**config.mk**
```make
export PLATFORM = sky130hd
export DESIGN_NAME = spi_host_port
export DESIGN_NICKNAME = d
export VERILOG_FILES = /design/src/rtl/spi_host_pkg.sv /design/src/rtl/spi_host_rate.sv /design/src/rtl/spi_host_shift.sv /design/src/rtl/spi_host_port.sv
export SDC_FILE = /design/constraint.sdc
export NUM_CORES = 1
export LEC_CHECK = 0
export ABC_AREA = 1
export BUFFER_PORTS_ARGS = -buffer_cell sky130_fd_sc_hd__buf_4
export CAP_MARGIN = 10
export CORE_MARGIN = 2
export CORE_UTILIZATION = 35
export CTS_CLUSTER_DIAMETER = 30
export DETAILED_ROUTE_END_ITERATION = 12
export GPL_TIMING_DRIVEN = 0
export HOLD_SLACK_MARGIN = 0.06
export PLACE_DENSITY = 0.63
export SLEW_MARGIN = 10
export SYNTH_ARGS = -nofsm -noshare
export SYNTH_HDL_FRONTEND = slang
export SYNTH_SLANG_ARGS = --single-unit
```
**constraint.sdc**
```tcl
create_clock -name clk -period 1.3 [get_ports clk]
set_input_delay 0.195 -clock clk [delete_from_list [all_inputs] [get_ports clk]]
set_output_delay 0.195 -clock clk [all_outputs]
set_load 0.005 [all_outputs]
```
**src/rtl/spi_host_pkg.sv**
```systemverilog
package spi_host_pkg;

  // Serial clock source select (CTRL[1:0])
  typedef enum logic [1:0] {
    RATE_DIV_A = 2'd0,
    RATE_DIV_B = 2'd1,
    RATE_DIV_C = 2'd2,
    RATE_TIMER = 2'd3
  } rate_e;

  // CTRL[4:0]: enable, launch-edge select, idle level, rate
  typedef struct packed {
    logic  en;
    logic  cpha;
    logic  cpol;
    rate_e rate;
  } ctrl_t;

  localparam logic [1:0] ADDR_DATA = 2'd0;
  localparam logic [1:0] ADDR_CTRL = 2'd1;
  localparam logic [1:0] ADDR_STAT = 2'd2;

endpackage

```
**src/rtl/spi_host_rate.sv**
```systemverilog
module spi_host_rate
  import spi_host_pkg::*;
#(
  parameter int unsigned DIV_A = 4,
  parameter int unsigned DIV_B = 16,
  parameter int unsigned DIV_C = 64
) (
  input  logic  clk,
  input  logic  rst_n,
  input  logic  run,
  input  rate_e rate,
  input  logic  tmr_tick,
  output logic  tick
);

  localparam int unsigned HALF_C = DIV_C / 2;
  localparam int unsigned CW     = (HALF_C > 1) ? $clog2(HALF_C) : 1;
  localparam logic [CW-1:0] LIM_A = CW'(DIV_A / 2 - 1);
  localparam logic [CW-1:0] LIM_B = CW'(DIV_B / 2 - 1);
  localparam logic [CW-1:0] LIM_C = CW'(DIV_C / 2 - 1);

  logic [CW-1:0] cnt_q, cnt_d, lim;
  logic          wrap;

  always_comb begin
    case (rate)
      RATE_DIV_A: lim = LIM_A;
      RATE_DIV_B: lim = LIM_B;
      RATE_DIV_C: lim = LIM_C;
      default:    lim = '0;
    endcase
  end

  assign wrap = (cnt_q == lim);

  always_comb begin
    cnt_d = cnt_q;
    if (!run || rate == RATE_TIMER || wrap) cnt_d = '0;
    else                                    cnt_d = cnt_q + 1'b1;
  end

  assign tick = run && ((rate == RATE_TIMER) ? tmr_tick : wrap);

  always_ff @(posedge clk or negedge rst_n) begin
    if (!rst_n) cnt_q <= '0;
    else        cnt_q <= cnt_d;
  end


  div_tick_gap_chk: assert property (@(posedge clk) disable iff (!rst_n)
    (tick && rate != RATE_TIMER && $stable(rate)) |=> (!tick || rate == RATE_TIMER || !$stable(rate)));

endmodule

```
**src/rtl/spi_host_shift.sv**
```systemverilog
module spi_host_shift #(
  parameter int unsigned DATA_W = 8
) (
  input  logic              clk,
  input  logic              rst_n,
  input  logic              en,
  input  logic              start,
  input  logic [DATA_W-1:0] load_data,
  input  logic              tick,
  input  logic              cpol,
  input  logic              cpha,
  input  logic              sdi,
  output logic              sck,
  output logic              sdo,
  output logic              busy,
  output logic              done,
  output logic [DATA_W-1:0] rx_data
);

  localparam int unsigned EDGES = 2 * DATA_W;
  localparam int unsigned EW    = $clog2(EDGES + 1);
  localparam logic [EW-1:0] LAST = EW'(EDGES - 1);

  logic              busy_q, busy_d;
  logic              phase_q, phase_d;
  logic              sdo_q, sdo_d;
  logic [EW-1:0]     edge_q, edge_d;
  logic [DATA_W-1:0] sr_q, sr_d;
  logic              capture, last;

  assign capture = (!phase_q) ^ cpha;   // leading edge captures when cpha = 0
  assign last    = (edge_q == LAST);

  always_comb begin
    busy_d  = busy_q;
    phase_d = phase_q;
    sdo_d   = sdo_q;
    edge_d  = edge_q;
    sr_d    = sr_q;
    done    = 1'b0;
    if (!en) begin
      busy_d  = 1'b0;
      phase_d = 1'b0;
      sdo_d   = 1'b0;
      edge_d  = '0;
    end else if (!busy_q) begin
      if (start) begin
        busy_d  = 1'b1;
        phase_d = 1'b0;
        edge_d  = '0;
        sr_d    = load_data;
        if (!cpha) sdo_d = load_data[DATA_W-1];
      end
    end else if (tick) begin
      edge_d  = edge_q + 1'b1;
      phase_d = !phase_q;
      if (capture)    sr_d  = {sr_q[DATA_W-2:0], sdi};
      else if (!last) sdo_d = sr_q[DATA_W-1];
      if (last) begin
        busy_d = 1'b0;
        edge_d = '0;
        done   = 1'b1;
      end
    end
  end

  always_ff @(posedge clk or negedge rst_n) begin
    if (!rst_n) begin
      busy_q  <= 1'b0;
      phase_q <= 1'b0;
      sdo_q   <= 1'b0;
      edge_q  <= '0;
      sr_q    <= '0;
    end else begin
      busy_q  <= busy_d;
      phase_q <= phase_d;
      sdo_q   <= sdo_d;
      edge_q  <= edge_d;
      sr_q    <= sr_d;
    end
  end

  assign sck     = phase_q ^ cpol;
  assign sdo     = sdo_q;
  assign busy    = busy_q;
  assign rx_data = sr_d;


  edge_bound_chk: assert property (@(posedge clk) disable iff (!rst_n)
    busy_q |-> (edge_q <= LAST));


  idle_level_chk: assert property (@(posedge clk) disable iff (!rst_n)
    !busy_q |-> (sck == cpol));


  lead_hold_chk: assert property (@(posedge clk) disable iff (!rst_n)
    (busy_q && !cpha && $stable(cpha) && $rose(phase_q)) |-> $stable(sdo_q));

endmodule

```
**src/rtl/spi_host_port.sv**
```systemverilog
module spi_host_port
  import spi_host_pkg::*;
#(
  parameter int unsigned DATA_W = 8,
  parameter int unsigned DIV_A  = 4,
  parameter int unsigned DIV_B  = 16,
  parameter int unsigned DIV_C  = 64
) (
  input  logic              clk,
  input  logic              rst_n,
  input  logic              reg_wr,
  input  logic              reg_rd,
  input  logic [1:0]        reg_addr,
  input  logic [DATA_W-1:0] reg_wdata,
  output logic [DATA_W-1:0] reg_rdata,
  input  logic              tmr_tick,
  input  logic              sdi,
  output logic              sck,
  output logic              sdo,
  output logic              irq
);

  localparam int unsigned CTRL_W = $bits(ctrl_t);

  // Reset: asserted asynchronously, released through two flops
  logic rs_a, rs_b, rst_i;
  always_ff @(posedge clk or negedge rst_n) begin
    if (!rst_n) begin
      rs_a <= 1'b0;
      rs_b <= 1'b0;
    end else begin
      rs_a <= 1'b1;
      rs_b <= rs_a;
    end
  end
  assign rst_i = rs_b;

  ctrl_t             ctrl_q, ctrl_d;
  logic [DATA_W-1:0] buf_q, buf_d;
  logic              full_q, full_d, irq_q, irq_d, wcol_q, wcol_d;
  logic              wr_data, wr_ctrl, wr_stat, rd_data;
  logic              busy, done, tick, start;
  logic [DATA_W-1:0] rx_data;

  assign wr_data = reg_wr && (reg_addr == ADDR_DATA);
  assign wr_ctrl = reg_wr && (reg_addr == ADDR_CTRL);
  assign wr_stat = reg_wr && (reg_addr == ADDR_STAT);
  assign rd_data = reg_rd && (reg_addr == ADDR_DATA);
  assign start   = wr_data && ctrl_q.en && !busy;

  spi_host_rate #(
    .DIV_A (DIV_A),
    .DIV_B (DIV_B),
    .DIV_C (DIV_C)
  ) u_rate (
    .clk      (clk),
    .rst_n    (rst_i),
    .run      (busy),
    .rate     (ctrl_q.rate),
    .tmr_tick (tmr_tick),
    .tick     (tick)
  );

  spi_host_shift #(
    .DATA_W (DATA_W)
  ) u_shift (
    .clk       (clk),
    .rst_n     (rst_i),
    .en        (ctrl_q.en),
    .start     (start),
    .load_data (reg_wdata),
    .tick      (tick),
    .cpol      (ctrl_q.cpol),
    .cpha      (ctrl_q.cpha),
    .sdi       (sdi),
    .sck       (sck),
    .sdo       (sdo),
    .busy      (busy),
    .done      (done),
    .rx_data   (rx_data)
  );

  always_comb begin
    ctrl_d = wr_ctrl ? ctrl_t'(reg_wdata[CTRL_W-1:0]) : ctrl_q;
    buf_d  = buf_q;
    full_d = full_q;
    irq_d  = irq_q;
    wcol_d = wcol_q;
    if (!ctrl_q.en) begin
      full_d = 1'b0;
      irq_d  = 1'b0;
      wcol_d = 1'b0;
    end else begin
      if (start)                   buf_d  = reg_wdata;
      if (wr_data && busy)         wcol_d = 1'b1;
      if (rd_data)                 full_d = 1'b0;
      if (wr_stat && reg_wdata[1]) irq_d  = 1'b0;
      if (wr_stat && reg_wdata[2]) wcol_d = 1'b0;
      if (done) begin
        buf_d  = rx_data;
        full_d = 1'b1;
        irq_d  = 1'b1;
      end
    end
  end

  always_ff @(posedge clk or negedge rst_i) begin
    if (!rst_i) begin
      ctrl_q <= '0;
      buf_q  <= '0;
      full_q <= 1'b0;
      irq_q  <= 1'b0;
      wcol_q <= 1'b0;
    end else begin
      ctrl_q <= ctrl_d;
      buf_q  <= buf_d;
      full_q <= full_d;
      irq_q  <= irq_d;
      wcol_q <= wcol_d;
    end
  end

  always_comb begin
    reg_rdata = '0;
    case (reg_addr)
      ADDR_DATA: reg_rdata = buf_q;
      ADDR_CTRL: reg_rdata[CTRL_W-1:0] = ctrl_q;
      ADDR_STAT: reg_rdata[3:0] = {busy, wcol_q, irq_q, full_q};
      default:   reg_rdata = '0;
    endcase
  end

  assign irq = irq_q;


  done_flags_chk: assert property (@(posedge clk) disable iff (!rst_i)
    done |=> (full_q && irq_q));


  rd_clear_chk: assert property (@(posedge clk) disable iff (!rst_i)
    (rd_data && !done && ctrl_q.en) |=> !full_q);


  collide_flag_chk: assert property (@(posedge clk) disable iff (!rst_i)
    (wr_data && busy && ctrl_q.en) |=> wcol_q);


  disable_idle_chk: assert property (@(posedge clk) disable iff (!rst_i)
    !ctrl_q.en |=> (!busy && !sdo));

endmodule

```
==> Yosys cells after proc, flatten, opt, wreduce, memory -nomap -nowiden <==
Cells that the tools add are included.
{ "word_totals": {"rom_bits": 0, "ram_bits": 0, "reg_bits": 39, "n_memories": 0, "in_bits": 16, "latch_bits": 0} }
{ "classes": {"add_sub_neg": 2, "n_lt_le_gt_ge": 0, "n_mux": 47, "shifts": 0, "n_bitwise": 2, "n_mul": 0, "div_mod_pow": 0, "eq_ne": 15, "n_reduce_logical": 20} }
{ "op_table": {"columns": ["op", "count"], "rows": [
  ["2-to-1 mux 8 bit", 7],
  ["2-to-1 mux 1 bit", 30],
  ["2-to-1 mux 5 bit", 6],
  ["case mux 5 bit (3 select lines)", 1],
  ["!= test 3 x 1 -> 1 bit, second input constant", 4],
  ["case mux 4 bit (3 select lines)", 1],
  ["adder 5 x 1 -> 5 bit, second input constant", 2],
  ["logical AND 1 bit", 10],
  ["!= test 3 bit, second input constant", 3],
  ["== test 2 bit, second input constant", 3],
  ["== test 5 x 4 -> 1 bit, second input constant", 1],
  ["== test 5 bit", 1],
  ["AND reduction 5 bit", 1],
  ["== test 2 x 1 -> 1 bit, second input constant", 2],
  ["logical NOT 2 bit", 2],
  ["AND reduction 2 bit", 2],
  ["2-to-1 mux 3 bit", 1],
  ["!= test 3 x 2 -> 1 bit, second input constant", 1],
  ["logical NOT 1 bit", 2],
  ["logical OR 1 bit", 2],
  ["case mux 1 bit (2 select lines)", 1],
  ["nonzero test 2 bit", 1],
  ["XOR 1 bit", 2]
]} }

==> Longest topological paths before layout <==
{ "logic_depth": {"word_depth": 10, "mapped_depth": 15, "mapped_depth_nobuf": 14} }

==> Modules after synthesis <==
From an unflattened synthesis, not the netlist that was laid out.
{ "unflattened": {"cells_unflattened": 302, "hier_area_um2": 2229.6} }
{ "modules_own_cells": {"columns": ["mod", "cells_each", "n_inst", "area_per_inst_um2", "seq_area_each_um2"], "rows": [
  ["spi_host_port", 130, 1, 963.4, 450.4],
  ["spi_host_shift", 131, 1, 950.9, 400.4],
  ["spi_host_rate", 41, 1, 315.3, 125.1]
]} }

==> Worst setup path before layout <==
No wires, ideal clock.
{ "synth_path": {"path_type": "register to register", "startpoint": "reg ctrl_q[0] in the netlist's numbering", "endpoint": "reg buf_q[1]", "setup_time_ns": 0.117, "arrival_ns": 1.586, "path_slack_ns": -0.403, "n_path_buf": 1, "stages_incl_launch_ff": 16, "path_cell_list": "dfrtp_1 -> inv_1 -> ha_1 -> inv_1 -> nand2_1 -> nand2_1 -> nand4_2 -> nand2_4 -> nand2_4 -> buf_6 -> nand2_2 -> nand2_1 -> nand2_1 -> nand2_1 -> nand2_1 -> nand2_1"} }
{ "synth_between": {"elab_chain_cells": 10, "word_cells_on_any_way": 17, "cone_classes": "eq/ne: 4; mux: 9; reduce/logical: 4"} }
{ "synth_lines": {"columns": ["element", "line", "source"], "rows": [
  ["start: declaration", "spi_host_port.sv:38", "ctrl_t ctrl_q, ctrl_d;"],
  ["start signal: assignment", "spi_host_port.sv:115", "ctrl_q <= ctrl_d;"],
  ["== test 2 bit (tied with other cells)", "spi_host_rate.sv:26", "case (rate)"],
  ["case mux 5 bit (3 select lines)", "spi_host_rate.sv:26", null],
  ["== test 5 bit", "spi_host_rate.sv:34", "assign wrap = (cnt_q == lim);"],
  ["2-to-1 mux 1 bit *", "spi_host_rate.sv:42", "assign tick = run && ((rate == RATE_TIMER) ? tmr_tick : wrap);"],
  ["logical AND 1 bit *", "spi_host_rate.sv:42", null],
  ["2-to-1 mux 1 bit", "spi_host_shift.sv:54", "end else if (tick) begin"],
  ["2-to-1 mux 1 bit", "spi_host_shift.sv:46", "end else if (!busy_q) begin"],
  ["2-to-1 mux 1 bit", "spi_host_shift.sv:41", "if (!en) begin"],
  ["nonzero test 2 bit (no source line)", null, null],
  ["AND reduction 2 bit (no source line)", null, null],
  ["end signal: assignment", "spi_host_port.sv:116", "buf_q <= buf_d;"],
  ["end: declaration", "spi_host_port.sv:39", "logic [DATA_W-1:0] buf_q, buf_d;"]
]} }
Mark *: on every way between the ends. The rest lies on a longest branch, timed or not.
A chain may end at the register's enable or synchronous reset.

==> Worst setup path in the final report <==
{ "layout_path": {"startpoint": "reg ctrl_q[0] in the netlist's numbering", "endpoint": "reg buf_q[4]"} }
The elaborated chain is that of the path after synthesis.

==> results by group <==
Synth
  – EDFF count, synth: 0
  – Asr flop ratio synth: 100%
  – Synth top area share: 40.7%
  – Synth warnings: 0
  – Ys flop type: dfrtp_1
  – Post-synthesis sequential area ratio: 40.7%
  – Post-Synthesis Mean Instance Area: 7.27 µm²
  – Synth area leader: dfrtp_1
  – Netlist cell types: 31
  – Top cells by area, synth: dfrtp_1, nand2_1, nand3_1
  – Mapped cell area: 2400 µm²
  – Syn nets: 351
  – Flops & latches, synth: 39
  – Mapped Cells: 330

Route
  – DRT iter0 DRCs: 165
  – Drt first pass iters: 4
  – Routed WL: 6040 µm
  – Routed vias: 2245
  – DRC viols: 0
  – Antenna viol nets, final: 0
  – Drt wl/cell: 13.3 µm
  – DR vias/cell: 4.93

Place
  – Place WS: -646 ps
  – Port bufs: 26
  – Placed cell area: 2720 µm²
  – DP HPWL: 4380 µm
  – Placed Cells: 437
  – Routability congestion estimate: 0.841

Cells and area
  – Most common cell after layout, fill and taps aside: nand2_1
  – Layout cells sized above 1: 25.3%
  – Non-Filler Instances: 455
  – Most frequent cells in the layout: nand2_1, inv_1, dfrtp_1, buf_4, nand3_1
  – Ant diodes: 0
  – P&R area growth vs syn: 25.2%
  – Cell area after layout: 3010 µm²
  – Nets: 395

Critical path
  – Crit path max fanout: 10
  – CP required: 1480 ps
  – Crit end category: flip-flop
  – WP data arrival: 1940 ps
  – CP Class: flip-flop to flip-flop
  – Startpoint Class: flip-flop

Die
  – Die area: 7540 µm²
  – Die H: 86.8 µm
  – Die Wd: 86.8 µm
  – FP Rows: 30
  – Core area: 6720 µm²
  – Initial Utilization: 35.7%
  – Io pins: 27

Power and ir drop
  – P per Cell Area: 1440 nW/µm²
  – Worst vdd ir: 969 µV
  – P_leak: 0.00157 µW
  – Total power draw: 4330 µW

STA
  – Final setup fails: 35
  – Post-layout minimum cycle time: 1760 ps
  – Fmax: 568 MHz
  – RSZ-0062 raised after global routing: yes
  – Max-slew violation count: 0
  – Final period utilization: 135%
  – Post-route setup slack: -460 ps
  – Setup Skew: 4.31 ps
  – Worst hold slack: 118 ps
  – Final hold violations: 0

CTS
  – Clock buffer count from CTS: 5
  – Worst-path clk slew: 80 ps
  – Root Driver: clkbuf_8
  – Clk buf depth: 2
  – Clk Latency, worst-skew pair: 290 ps
  – CTS tree: built
  – Clock sinks: 39
  – H-tree levels: 2

Outcome
  – Failing checks: negative setup slack
  – Outcome: finished with violations

GRT
  – Number of global-route vias before repair: 2211
  – Busiest grt layer: met2
  – Met3 Resource Use GR: 2.86%
  – Largest net degree at the start of global routing: 31
  – GR Util met1: 22.8%
  – Initial antenna violation count: 0
  – Total track usage: 17.4%
  – Total global routing overflow: 0
  – Global-route wire length before repair: 10400 µm
  – Met2 global-route usage: 30.6%

Min path
  – Min-delay worst type: flip-flop to asynchronous set/reset pin

Flow run
  – Max-cap violations: 0
-- critical path, cell delays in order, from the launching register on --
cell     delay [ps]
dfrtp_1         390
inv_2            70
ha_4            270
nand2_1          60
nand2_2          70
nand4_4         120
nand2_4         120
nand2_4          70
buf_12          150
nand2_2          50
nand2_1          40
nand2_1          70
nand2_1          60
nand2_1          50
nand2_1          60
-- layer usage --
layer,vias to the layer above,routed length [µm]
met1,1072,2770
met2,37,3030
met4,0,22
li1,1134,-
met3,2,221
met5,-,0
-- cells by family after synthesis --
logic type,synth area share (%)
fa+ha+maj,2.61
flops,40.7
compound gates,10.7
buf+inv,9.07
other cells,0.156
xor+xnor,2.19
mux,0.469
simple gates,34.1
-- Yosys cell counts, types with 3 or more instances --
master / n
a21oi_1: 3
a22oi_1: 8
buf_2: 3
dfrtp_1: 39
ha_1: 5
inv_1: 42
inv_2: 5
nand2_1: 101
nand2_2: 8
nand2_4: 5
nand3_1: 32
nor2_1: 26
o211ai_1: 3
o21ai_0: 13
o21ai_1: 11
xor2_1: 5
-- sequential cells by signal, summed over array words and instances (netlist names), 5 cells and up --
name            count
buf_q               8
ctrl_q              5
u_rate.cnt_q        5
u_shift.edge_q      5
u_shift.sr_q        8
-- timing repair --
| item | 4_1_cts | 5_1_grt |
|---|---|---|
| endpoints found under the hold margin | 2 | 0 |
| setup endpoints to repair | 37 | 36 |
| pin swaps | 2 | 3 |
| hold buffers | 1 | 0 |
| setup buffers | 5 | 5 |
| gates resized for setup | 13 | 22 |
-- stage by stage --
| step | TNS [ps] | util (%) |
|---|---|---|
| 2_1_floorplan | -8620 | - |
| 3_3_place_gp | -29320 | 40.2 |
| 3_5_place_dp | -15960 | 40.5 |
| 4_1_cts | -11170 | 43.2 |
| 5_1_grt | -15080 | 44.7 |
| 6_report | -10900 | 44.7 |
-- final timing paths --
| kind | startpoint | end | slack, ps | cells after the start |
|---|---|---|---|---|
| max | ctrl_q[0] | buf_q[4] | -460 | 14 |
| min | rs_b | buf_q[6] | 120 | 0 |
| max reg2reg | ctrl_q[0] | buf_q[4] | -460 | 14 |
| min reg2reg | rs_b | buf_q[6] | 120 | 0 |
| max in group asynchronous | rs_b | ctrl_q[1] | 740 | 1 |
| min in group clk | reg_wdata[2] | wcol_q | 140 | 2 |
-- report_power, final --
| group | total (µW) | switching (µW) | internal (µW) |
|---|---|---|---|
| clock network | 903 | 418 | 485 |
| registers | 1700 | 222 | 1480 |
| logic | 1720 | 990 | 734 |
-- cell type report --
| class | count | area [µm²] |
|---|---|---|
| sequential | 39 | 981 |
| timing repair buffer | 37 | 304 |
| clock buffer | 8 | 100 |
| multi-input combinational | 236 | 1280 |
| buffer | 6 | 53.8 |
| fill | 692 | 3710 |
| tap | 80 | 100 |
| inverter | 49 | 189 |
No activity file was read; power rests on OpenSTA's default activity.
